--- config.mk ---
export PLATFORM = sky130hd
export DESIGN_NAME = csr_gate
export DESIGN_NICKNAME = d
export VERILOG_FILES = /design/src/rtl/csr_gate.sv
export SDC_FILE = /design/constraint.sdc
export NUM_CORES = 1
export LEC_CHECK = 0
export BUFFER_PORTS_ARGS = -buffer_cell sky130_fd_sc_hd__buf_2
export CORE_UTILIZATION = 29
export CTS_CLUSTER_DIAMETER = 120
export DETAILED_ROUTE_END_ITERATION = 16
export SETUP_SLACK_MARGIN = 0.3
export SYNTH_ARGS = -nofsm -noshare
export SYNTH_HDL_FRONTEND = slang
export SYNTH_SLANG_ARGS = --single-unit
--- constraint.sdc ---
create_clock -name clk -period 4.1 [get_ports clk]
set_clock_uncertainty 0.15 [all_clocks]
set_input_delay 0.205 -clock clk [delete_from_list [all_inputs] [get_ports clk]]
set_output_delay 0.205 -clock clk [all_outputs]
set_load 0.05 [all_outputs]
--- src/rtl/csr_gate.sv ---
module csr_gate #(
  parameter int XLEN      = 32,
  parameter int HPM_COUNT = 2
) (
  input  logic            clk,
  input  logic            rst_n,
  input  logic            req_valid,
  input  logic [11:0]     req_addr,
  input  logic [1:0]      req_priv,
  input  logic            req_debug,
  input  logic [1:0]      req_op,
  input  logic [XLEN-1:0] req_operand,
  input  logic [31:0]     mcnt_en,
  input  logic [31:0]     scnt_en,
  output logic [11:0]     rf_addr,
  input  logic            rf_hit,
  input  logic [XLEN-1:0] rf_rdata,
  output logic            rf_we,
  output logic [XLEN-1:0] rf_wdata,
  output logic            rsp_valid,
  output logic [XLEN-1:0] rsp_rdata,
  output logic            rsp_illegal
);
  localparam logic [1:0] OP_READ = 2'b00;
  localparam logic [1:0] OP_SWAP = 2'b01;
  localparam logic [1:0] OP_SET  = 2'b10;
  localparam logic [1:0] PRIV_S  = 2'b01;
  localparam logic [1:0] PRIV_M  = 2'b11;
  localparam logic [5:0] HPM_END = 6'(3 + HPM_COUNT);

  logic [XLEN-1:0] mask, newv, old;
  logic [6:0] blk;
  logic [4:0] idx;
  logic priv_fail, ro_fail, cnt_fail, nomap_fail, illegal;
  logic is_ucnt, hpm_blk, hpm_absent, mask_nz;

  always_comb begin
    case (req_op)
      OP_READ: begin mask = '0;          newv = '0;          end
      OP_SWAP: begin mask = '1;          newv = req_operand; end
      OP_SET:  begin mask = req_operand; newv = '1;          end
      default: begin mask = req_operand; newv = '0;          end
    endcase
  end

  assign blk     = req_addr[11:5];
  assign idx     = req_addr[4:0];
  assign mask_nz = |mask;

  assign is_ucnt    = (blk == 7'h60) || (blk == 7'h64);
  assign hpm_blk    = is_ucnt || (blk == 7'h58) || (blk == 7'h5C) || (blk == 7'h19);
  assign hpm_absent = hpm_blk && ({1'b0, idx} >= HPM_END);

  assign priv_fail  = !req_debug && (req_priv < req_addr[9:8]);
  assign ro_fail    = (req_addr[11:10] == 2'b11) && mask_nz;
  assign cnt_fail   = is_ucnt && (((req_priv < PRIV_M) && !mcnt_en[idx]) ||
                                  ((req_priv < PRIV_S) && !scnt_en[idx]));
  assign nomap_fail = !rf_hit && !hpm_absent;
  assign illegal    = priv_fail || ro_fail || cnt_fail || nomap_fail;

  assign old      = hpm_absent ? '0 : rf_rdata;
  assign rf_addr  = req_addr;
  assign rf_we    = req_valid && !illegal && mask_nz && !hpm_absent;
  assign rf_wdata = (old & ~mask) | (newv & mask);

  always_ff @(posedge clk or negedge rst_n) begin
    if (!rst_n) begin
      rsp_valid   <= 1'b0;
      rsp_illegal <= 1'b0;
      rsp_rdata   <= '0;
    end else begin
      rsp_valid   <= req_valid;
      rsp_illegal <= req_valid && illegal;
      rsp_rdata   <= (req_valid && !illegal) ? old : '0;
    end
  end
endmodule

=== Word level (Yosys, flattened, before mapping) ===
Cells that the tools add are included.

* Register bits after elaboration: 34
* Bits of input ports: 149
* Output and inout bits: 79
* Logic and storage cells: 55

* $lt $le $gt $ge: 5
* Equality and inequality tests: 8
* Muxes and demuxes: 8
* Bitwise logic cells: 4
* Reductions and logical operators: 27

{| class="wikitable"
|+ Operator list
! kind !! count
|-
| $pmux 32 s2 || 2
|-
| $and 32x32->32 || 2
|-
| $mux 32 || 2
|-
| $not 32->32 || 1
|-
| $or 32x32->32 || 1
|-
| $reduce_or 32->1 || 1
|-
| $eq 7x7->1 const B || 4
|-
| $logic_and 1x1->1 || 11
|-
| $bmux 1 s5 || 2
|-
| $logic_or 1x1->1 || 8
|-
| $eq 7x5->1 const B || 1
|-
| $logic_not 1->1 || 6
|-
| $lt 5x6->1 const B || 1
|-
| $ge 5x3->1 const B || 1
|-
| $eq 2x2->1 const B || 2
|-
| $eq 2x1->1 const B || 1
|-
| $logic_not 2->1 || 1
|-
| $lt 2x1->1 const B || 1
|-
| $lt 2x2->1 || 1
|-
| $lt 2x2->1 const B || 1
|-
| $mux 1 || 2
|}

=== Logic depth before layout (Yosys ltp) ===
Gate-level depths: netlist (run 1).

* Depth after elaboration: 13
* Gate-level depth with buffers: 10

=== Worst setup path before layout (run 1) ===
OpenSTA, ideal clock, no wires.

* Path kind: input to output
* From: in req_op[1]
* To: out rf_wdata[0]
* Arrival time: 2.493 ns
* Required time: 3.745 ns
* Slack: 1.252 ns
* Stages: 10
* Cells stage by stage: buf_2 -> inv_1 -> ha_1 -> nor2_1 -> nor3_1 -> and2_0 -> buf_1 -> buf_1 -> a21oi_1 -> o221ai_1

* Cells in the longest elaborated chain, start to end: 5
* Elaborated cells between the ends (all ways): 9
* Classes of those cells: eq/ne (2); mux (2); bitwise (4); reduce/logical (1)

{| class="wikitable"
|+ Ends and longest elaborated chain
! item !! RTL line !! RTL
|-
| from (decl) || 11 || <nowiki>input logic [1:0] req_op,</nowiki>
|-
| $eq 2x1->1 or $logic_not 2->1 (tied branches) || 38 || <nowiki>case (req_op)</nowiki>
|-
| $pmux 32 s2 || 38 ||
|-
| $not 32->32 || 64 || <nowiki>assign rf_wdata = (old & ~mask) | (newv & mask);</nowiki>
|-
| $and 32x32->32 || 64 ||
|-
| $or 32x32->32 * || 64 ||
|-
| to (decl) || 19 || <nowiki>output logic [XLEN-1:0] rf_wdata,</nowiki>
|}

Mark *: on every way between the ends. The rest lies on a longest branch, timed or not.

=== Worst setup path in the final report (run 1) ===
* From: in req_addr[0]
* To: out rf_wdata[15]

* Cells in the longest elaborated chain, start to end: 5

{| class="wikitable"
|+ Ends and longest elaborated chain
! item !! RTL line !! RTL
|-
| from (decl) || 8 || <nowiki>input logic [11:0] req_addr,</nowiki>
|-
| $ge 5x3->1 || 52 || <nowiki>assign hpm_absent = hpm_blk && ({1'b0, idx} >= HPM_END);</nowiki>
|-
| $logic_and 1x1->1 || 52 ||
|-
| $mux 32 || 61 || <nowiki>assign old = hpm_absent ? '0 : rf_rdata;</nowiki>
|-
| $and 32x32->32 || 64 ||
|-
| $or 32x32->32 || 64 ||
|}

No other way between the ends.

==> results of run 1 <==
==> timing repair <==
| action | in CTS | in global routing |
|---|---|---|
| endpoints found under the hold margin | 35 | 0 |
| hold buffers | 2 | 0 |
| buffers inserted | 0 | 0 |
==> cell families (layout without fill, tap and decap cells) <==
group | count (synthesis) | after routing | synth area share (%)
buffers and inverters | 46 | 248 | 10.9
flip-flops | 34 | 34 | 26.8
AND/OR/NAND/NOR | 141 | 141 | 28.5
multiplexers | 28 | 28 | 11.2
adder cells (fa/ha/maj) | 3 | 3 | 1.18
AO/OA/AOI/OAI | 88 | 88 | 21.5
==> stage by stage <==
step / setup slack, ns / std cells / hold WS (ns) / cell area (um^2) / power [mW]
floorplan: 1.25 / 340 / -0.241 / 3180 / 0.756
detailed placement: 1.06 / 668 / 0.199 / 4210 / 0.928
global placement: 1.12 / 668 / 0.169 / 4210 / 0.921
CTS: 1.11 / 678 / 0.0298 / 4340 / 1.25
global route: 0.897 / 678 / 0.0407 / 4340 / 1.30
finish: 1.09 / 678 / 0.0401 / 4340 / 1.23
==> path summary, 6_finish.rpt <==
kind,endpoint,slack (ns),cells after the start
setup / recovery,rf_wdata[15],1.09,9
hold / removal,rsp_rdata[30],0.04,2
max in group asynchronous,rsp_rdata[13],2.92,2
min in group asynchronous,rsp_rdata[2],0.38,2
==> registers in the layout, indices dropped and copies added, names as in the netlist <==
register,flops
rsp_illegal,1
rsp_rdata,32
rsp_valid,1
==> cell type report <==
class	instances	share of cell area [%]
inverters	5	0.432
clock inverters	3	1.04
multi-input cells	260	45.7
flip-flops and latches	34	19.6
clock buffers	5	1.59
well taps	136	3.92
repair buffers	235	27.7
==> metal layers <==
metal	GRT usage [%]	vias up	routed length [um]
met1	21.1	1593	4320
met2	36.3	184	5770
met3	4.13	7	877
met5	0	-	0
li1	-	1665	-
met4	3.62	0	85
==> power by group <==
part	internal (mW)	total (mW)	switching [mW]
clock network	0.181	0.311	0.130
registers	0.349	0.353	0.00395
logic	0.179	0.566	0.387
==> synthesized netlist by cell type (2+ instances only) <==
library cell  instances
clkbuf_1              6
nor3b_2              29
mux2i_1              22
buf_1                 4
a211oi_1              2
nor2b_1               3
dfrtp_1              34
mux4_2                6
ha_1                  3
nor2_1                9
buf_12                4
a21oi_1              34
nor4_1                6
buf_4                12
buf_2                 8
inv_1                 5
nand4_1               3
nor3b_1               3
a21boi_4              2
or2b_2                2
a22oi_1              10
nand2b_1              5
o221ai_1             31
nand2_1              68
buf_6                 6
==> out/qor.yml, run 1 <==
outcome:
  outcome: "finished clean"
synth:
  synth_edf_count: 0
  syn_nets: 492
  synth-seq-cells: 34
  yosys_warnings: 0
  synth_area_leaders: "dfrtp_1, nor3b_2, o221ai_1"
  synth-main-ff-cell: "dfrtp_1"
  yosysTopAreaCell: "dfrtp_1"
  async_flop_share_pct: 100
  ys_types: 48
  synth_cells: 340
  ys_seq_area_share_pct: 26.8
  postSynthAreaPerCell_um2: 9.35
  synth_top_area_share_pct: 26.8
  syn_area_um2: 3180
clock_tree:
  cts_resized: 0
  cts_tree: "yes"
  clk_pin_slew_ns: 0.07
  cts-htree-levels: 2
  cts_buffers: 5
  clock-sinks: 34
  cts-root-buf: "clkbuf_8"
  clock_path_buffers: 2
final_layout:
  final_core_util_pct: 41.5
  multi_input_area_um2: 1990
  drive_above_1_share_pct: 53.5
  final_cell_mix: "buf_2, nand2_1, a21oi_1, dfrtp_1, o221ai_1"
  layout.nets: 693
  final_common_cell: "buf_2"
  num-fill-cells: 1077
  n_antenna_cell: 0
  area_growth_pct: 36.5
  register_area_um2: 851
global_route:
  grt_pass1_vias: 3255
  grt_max_degree: 64
  grt_pass1_wl_um: 16700
  antenna_found_initial: 0
  overflow: 0
  grt.total_usage_pct: 18.9
routing:
  avgRoutedWirePerCell_um: 16.3
  drt_iter0_drc: 290
  finalWirelength_um: 11100
  first_pass_iters: 5
  viasPerCell: 5.09
  vias: 3449
  detail-route-antenna-nets: 0
  drcViolationCount: 0
timing:
  setup_total_negative_slack_ns: 0
  maxSlewViolCount: 0
  worst_slew_pin_slew_ns: 0.793
  fmax_mhz: 332
  period_share_pct: 73.4
  rsz0062_at_grt: "no"
  finalSetupViolations: 0
  hold_violations: 0
  relSlewSlack_pct: 47.2
  finalCriticalPeriod_ns: 3.01
die:
  die_y_um: 107
  coreArea_um2: 10500
  row_count: 37
  io-pin-count: 228
  initial_core_util_pct: 30.4
  die_w_um: 107
  dieArea_um2: 11400
critical_path:
  worstPathMaxFanout: 63
  critPathKind: "in -> out"
  crit_top_cell: "buf_2"
  slowest_delay_ns: 0.50
  crit_arrival_ns: 2.65
  startpoint_type: "input port"
  startpoint: "req_addr[0]"
  cp_num_buf_inv: 3
  critPathCaptureType: "output pin"
  slowest_stage: "buf_4"
  path_cells: "buf_2 -> nor2_1 -> nor2b_1 -> o32ai_2 -> a21boi_4 -> buf_4 -> a21oi_1 -> o221ai_1 -> buf_2"
  crit_family: "buffers and inverters"
  required_ns: 3.74
place:
  hpwl_um: 8780
  gp_congestion: 0.835
  port_buffers: 227
pwr:
  p_leak_nw: 2.19
  peakVddDrop_mv: 0.136
  p_per_area_nw_per_um2: 283
job:
  maxCapViolCount: 0
worst_hold_path:
  min_path_type: "in -> reg"
  worstHoldStart: "rf_rdata[30]"
(Power assumes the default switching activity.)
==> inputs of run 2 (changes only) <==
==> constraint.sdc (replaced) <==
create_clock -name clk -period 2.73 [get_ports clk]
set_clock_uncertainty 0.15 [all_clocks]
set_input_delay 0.1365 -clock clk [delete_from_list [all_inputs] [get_ports clk]]
set_output_delay 0.1365 -clock clk [all_outputs]
set_load 0.05 [all_outputs]
==> out/qor.yml, run 2 (synthesis results as in run 1) <==
outcome:
  outcome: "finished clean"
routing:
  detail-route-antenna-nets: 0  # unchanged
  viasPerCell: 5.29  # +4.0%
  drcViolationCount: 0  # unchanged
  avgRoutedWirePerCell_um: 17.5  # +7.7%
  vias: 3800  # +10%
  first_pass_iters: 7  # +2
  finalWirelength_um: 12600  # +14%
  drt_iter0_drc: 383  # +32%
clock_tree:
  cts_buffers: 5  # unchanged
  cts-root-buf: "clkbuf_8"
  cts-htree-levels: 2  # unchanged
  cts_tree: "yes"
  clk_pin_slew_ns: 0.07  # about the same
  clock-sinks: 34  # unchanged
  clock_path_buffers: 2  # unchanged
die:
  io-pin-count: 228  # unchanged
  initial_core_util_pct: 30.4  # unchanged
  die_w_um: 107  # unchanged
  row_count: 37  # unchanged
  die_y_um: 107  # unchanged
  dieArea_um2: 11400  # unchanged
  coreArea_um2: 10500  # unchanged
pwr:
  pwr-share-comb_pct: 53.0  # +6.9 points
  pwr-share-seq_pct: 27.3  # -1.4 points
  p_per_area_nw_per_um2: 374  # +32%
  peakVddDrop_mv: 0.177  # +30%
  p_clk_share_pct: 19.7  # -5.6 points
  switchingPower_uw: 832  # +60%
  p_int_mw: 1.11  # +56%
  swShare_pct: 42.9  # +0.50 points
  p_leak_nw: 2.46  # +12%
critical_path:
  worstPathMaxFanout: 16  # -75%
  startpoint_type: "input port"
  crit_family: "compound AO/OA/AOI/OAI gates"
  crit_arrival_ns: 2.15  # -0.50 ns
  slowest_stage: "or3b_4"
  path_cells: "buf_2 -> or3b_4 -> a2111oi_4 -> o32ai_4 -> a21boi_4 -> buf_12 -> a21oi_1 -> o221ai_2 -> buf_2"
  slowest_delay_ns: 0.40  # -0.10 ns
  cp_num_buf_inv: 3  # unchanged
  critPathKind: "in -> out"
  crit_top_cell: "buf_2"
  required_ns: 2.44  # -1.30 ns
  critPathCaptureType: "output pin"
place:
  gp_congestion: 0.802  # -3.9%
  hpwl_um: 8730  # -0.52%
  pre_cts_ws_ns: -0.0812  # -1.14 ns
  port_buffers: 227  # unchanged
timing:
  fin_hold_ws_ns: 0.0120  # -0.0281 ns
  relSlewSlack_pct: 49.3  # +2.1 points
  period_share_pct: 89.3
  hold_violations: 0  # unchanged
  rsz0062_at_grt: "yes"
  maxSlewViolCount: 0  # unchanged
  finalCriticalPeriod_ns: 2.44
  fmax_mhz: 410
  fin_ws_ns: 0.292  # -0.799 ns
  worst_slew_pin_slew_ns: 0.760  # -0.0322 ns
  finalSetupViolations: 0  # unchanged
global_route:
  overflow: 0  # unchanged
  grt_pass1_vias: 3727  # +15%
  antenna_found_initial: 0  # unchanged
  grt_max_degree: 64  # unchanged
  grt.total_usage_pct: 19.7  # +0.78 points
  grt_pass1_wl_um: 17900  # +7.1%
final_layout:
  area_growth_pct: 63.0
  final_common_cell: "buf_2"
  layout.nets: 733  # +5.8%
  largest_register: "rsp_rdata"
  final_cell_mix: "buf_2, nand2_1, dfrtp_1"
  reg_top3: "rsp_rdata: 32 flops, rsp_illegal: 1 flops, rsp_valid: 1 flops"
  n_antenna_cell: 0  # unchanged
  drive_above_1_share_pct: 60.0  # +6.5 points
  num-fill-cells: 1000  # -7.1%
  largest_reg_flops: 32  # unchanged
worst_hold_path:
  min_path_type: "in -> reg"
job:
  maxCapViolCount: 0  # unchanged
[run 2: path summary, 6_finish.rpt]
check / startpoint / to / slack (ns) / depth (start not counted)
min in group asynchronous: rst_n / rsp_rdata[13] / 0.33 / 2
worst min-delay path: rf_rdata[27] / rsp_rdata[27] / 0.01 / 2
worst max-delay path: req_addr[7] / rf_wdata[3] / 0.29 / 9
max in group asynchronous: rst_n / rsp_rdata[0] / 1.61 / 2
[run 2: metal layers]
layer,track usage (%),vias to the layer above,routed length [um]
li1,-,1744,-
met1,22.3,1855,5070
met2,36.8,179,6530
met3,3.83,22,705
met4,6.07,0,290
met5,0,-,0
[run 2: final cells by class]
type	instances	area (um^2)	area share, %
Tap cell	136	170	3.28
Inverter	5	18.8	0.362
Clock inverter	1	5.00	0.0966
Sequential cell	34	851	16.4
Multi-Input combinational cell	260	2290	44.3
Clock buffer	7	86.3	1.67
Timing Repair Buffer	275	1760	33.9
[run 2: through the flow]
stage	total power [mW]	util (%)	cells	cell area, um^2	setup TNS, ns
finish	1.94	49.5	718	5180	0
global route	2.04	49.5	718	5180	0
CTS	1.88	47.3	714	4950	0
detailed placement	1.44	42.8	674	4480	-0.147
global placement	1.43	42.8	674	4480	-0.00156
floorplan	1.18	-	340	3380	0
[run 2: timing repair]
| action | CTS | global route |
|---|---|---|
| hold buffers | 32 | 0 |
| endpoints found under the setup margin | 36 | 32 |
| endpoints found under the hold margin | 66 | 0 |
| buffers inserted | 0 | 1 |
| gates cloned | 0 | 3 |
| gates resized for setup | 12 | 72 |
| pin swaps | 1 | 2 |
[run 2: power groups by stage]
| stage | registers, mW | clock network (mW) | logic [mW] |
|---|---|---|---|
| floorplan | 0.614 | 0 | 0.564 |
| global placement | 0.539 | 0 | 0.892 |
| detailed placement | 0.539 | 0 | 0.905 |
| CTS | 0.530 | 0.396 | 0.951 |
| global route | 0.531 | 0.424 | 1.09 |
| finish | 0.530 | 0.381 | 1.03 |
==> inputs of run 3 (changes only) <==
--- a/config.mk
+++ b/config.mk
@@ -5,6 +5,7 @@
 export SDC_FILE = /design/constraint.sdc
 export NUM_CORES = 1
 export LEC_CHECK = 0
+export ABC_AREA = 1
 export BUFFER_PORTS_ARGS = -buffer_cell sky130_fd_sc_hd__buf_2
 export CORE_UTILIZATION = 29
 export CTS_CLUSTER_DIAMETER = 120
==> out/qor.yml, run 3 <==
die:
  initial_core_util_pct: 29.9  # -0.47 points
  dieArea_um2: 12300  # +7.8%
  die_w_um: 111  # +3.8%
  io-pin-count: 228  # unchanged
  row_count: 39  # +5.4%
  coreArea_um2: 11500  # +9.6%
  die_y_um: 111  # +3.8%
final_layout:
  largest_register: "rsp_rdata"
  final_cell_mix: "nand2_1, buf_2, nand3_1"
  largest_reg_flops: 32  # unchanged
  drive_above_1_share_pct: 37.2  # -23 points
  final_cells: 914  # +27%
  layout.nets: 922  # +26%
  final_common_cell: "nand2_1"
  reg_top3: "rsp_rdata: 32 flops, rsp_illegal: 1 flops, rsp_valid: 1 flops"
  n_antenna_cell: 0  # unchanged
  area_growth_pct: 40.9
clock_tree:
  cts-root-buf: "clkbuf_16"
  clock-sinks: 34  # unchanged
  clock_path_buffers: 2  # unchanged
  clk_pin_slew_ns: 0.06  # about the same
  cts_tree: "yes"
  cts-htree-levels: 2  # unchanged
  cts_buffers: 5  # unchanged
global_route:
  grt_pass1_vias: 4183  # +12%
  grt.total_usage_pct: 20.1  # +0.49 points
  grt_max_degree: 38  # -41%
  antenna_found_initial: 0  # unchanged
  grt_pass1_wl_um: 20100  # +12%
  overflow: 0  # unchanged
critical_path:
  startpoint_type: "input port"
  startpoint: "req_op[1]"
  required_ns: 2.44  # about the same
  worstPathMaxFanout: 17  # +1
  slowest_stage: "buf_2"
  worst-path-stages: 10  # +1
  crit_family: "buffers and inverters"
  crit_arrival_ns: 1.92  # -0.23 ns
  crit_top_cell: "nor2_1"
  setup.worst_path.end: "rf_we"
  cp_num_buf_inv: 3  # unchanged
  slowest_delay_ns: 0.28  # -0.12 ns
  critPathKind: "in -> out"
  critPathCaptureType: "output pin"
  path_cells: "clkbuf_4 -> nor2_1 -> inv_2 -> o21ai_1 -> nor3_2 -> nand3_1 -> a21oi_2 -> nand3_4 -> nor2_1 -> buf_2"
synth:
  async_flop_share_pct: 100  # unchanged
  synth_area_leaders: "nand2_1, dfrtp_1, nor2_4"
  syn_area_um2: 3430  # +7.9%
  ys_seq_area_share_pct: 24.8  # -2.0 points
  postSynthAreaPerCell_um2: 6.09  # -35%
  synth_top_area_share_pct: 25.8  # -0.94 points
  synth_edf_count: 0  # unchanged
  synth-seq-cells: 34  # unchanged
  syn_nets: 715  # +45%
  synth_cells: 563  # +66%
  synth-main-ff-cell: "dfrtp_1"
  yosysTopAreaCell: "nand2_1"
  yosys_warnings: 0  # unchanged
  synth.most_common_cell: "nand2_1"
  ys_types: 26  # -46%
  yosys-top-cells-count: "nand2_1, nand3_1, inv_1"
pwr:
  p_per_area_nw_per_um2: 414  # +11%
  peakVddDrop_mv: 0.250  # +42%
  total_power_mw: 2.00  # +3.3%
  p_leak_nw: 2.84  # +15%
routing:
  viasPerCell: 4.63  # -12%
  vias: 4235  # +11%
  avgRoutedWirePerCell_um: 13.7  # -22%
  first_pass_iters: 4  # -3
  finalWirelength_um: 12500  # -0.84%
  top_layer_used: "met4"
  wl_met3_um: 820  # +16%
  drcViolationCount: 0  # unchanged
  drt_iter0_drc: 196  # -49%
  dr_wl_met2_um: 5810  # -11%
  detail-route-antenna-nets: 0  # unchanged
  m1WireLength_um: 5570  # +9.9%
place:
  dp_cells: 896  # +33%
  hpwl_um: 9770  # +12%
  gp_congestion: 0.801  # -0.15%
  port_buffers: 227  # unchanged
timing:
  setup_total_negative_slack_ns: 0  # unchanged
  finalSetupViolations: 0  # unchanged
  rsz0062_at_grt: "no"
  worst_slew_pin_slew_ns: 0.820  # +0.0593 ns
  hold_violations: 0  # unchanged
  fmax_mhz: 453  # +11%
  relSlewSlack_pct: 45.3  # -4.0 points
  finalCriticalPeriod_ns: 2.21  # -0.232 ns
  period_share_pct: 80.8  # -8.5 points
  maxSlewViolCount: 0  # unchanged
worst_hold_path:
  min_path_type: "in -> reg"
job:
  maxCapViolCount: 0  # unchanged
outcome:
  outcome: "finished clean"
[run 3: routing by layer]
| layer | global-route usage, % | vias to the layer above |
|---|---|---|
| met4 | 5.87 | 0 |
| li1 | - | 2184 |
| met1 | 26.1 | 1854 |
| met5 | 0 | - |
| met3 | 3.99 | 23 |
| met2 | 33.8 | 174 |
[run 3: what timing repair did]
action | CTS | global route
buffers inserted | 0 | 0
hold endpoints to repair | 44 | 0
endpoints found under the setup margin | 0 | 3
gates resized for setup | 0 | 4
hold buffers | 10 | 0
[run 3: how the worst min path moves through the flow]
stage,start,to,slack [ns],cells past startpoint
after CTS,rf_rdata[18],rsp_rdata[18],0.002,3
after detailed placement,rst_n,rsp_rdata[17],0.12,1
final,rf_rdata[8],rsp_rdata[8],0.002,3
after global routing,rf_rdata[28],rsp_rdata[28],0.006,3
after global placement,rst_n,rsp_rdata[17],0.12,1
after floorplan,rst_n,rsp_illegal,-0.31,0
[run 3: cell type report]
cell class	count	area, um^2
clock buffers	6	139
clock inverters	2	12.5
fillers	1251	6630
inverters	50	190
multi-input cells	435	2150
flip-flops and latches	34	851
well taps	143	179
repair buffers	244	1320
[run 3: power by group]
part | total, mW | leakage [nW] | switching, mW | internal [mW]
logic | 0.888 | 2.31 | 0.629 | 0.260
registers | 0.529 | 0.462 | 0.00558 | 0.523
clock network | 0.586 | 0.0729 | 0.225 | 0.361
total | 2.00 | 2.84 | 0.859 | 1.14
[run 3: metrics by stage]
step / setup WS (ns) / instance area [um^2] / hold slack, ns / util [%]
after floorplan: 0.383 / 3450 / -0.309 / -
after global placement: 0.452 / 4570 / 0.123 / 39.9
after detailed placement: 0.450 / 4570 / 0.125 / 39.9
after CTS: 0.443 / 4820 / 0.00160 / 42.1
after global routing: 0.349 / 4830 / 0.00575 / 42.2
final: 0.524 / 4830 / 0.00245 / 42.2
[run 3: kinds of logic (layout without fill, tap and decap cells)]
| logic type | after synthesis | after routing | share of synthesized area, % |
|---|---|---|---|
| DFF | 34 | 34 | 24.8 |
| adders and majority gates | 3 | 3 | 1.09 |
| and+or+nand+nor | 344 | 344 | 46.8 |
| AOI/OAI and AO/OA | 88 | 88 | 13.7 |
| buffers and inverters | 94 | 302 | 13.6 |
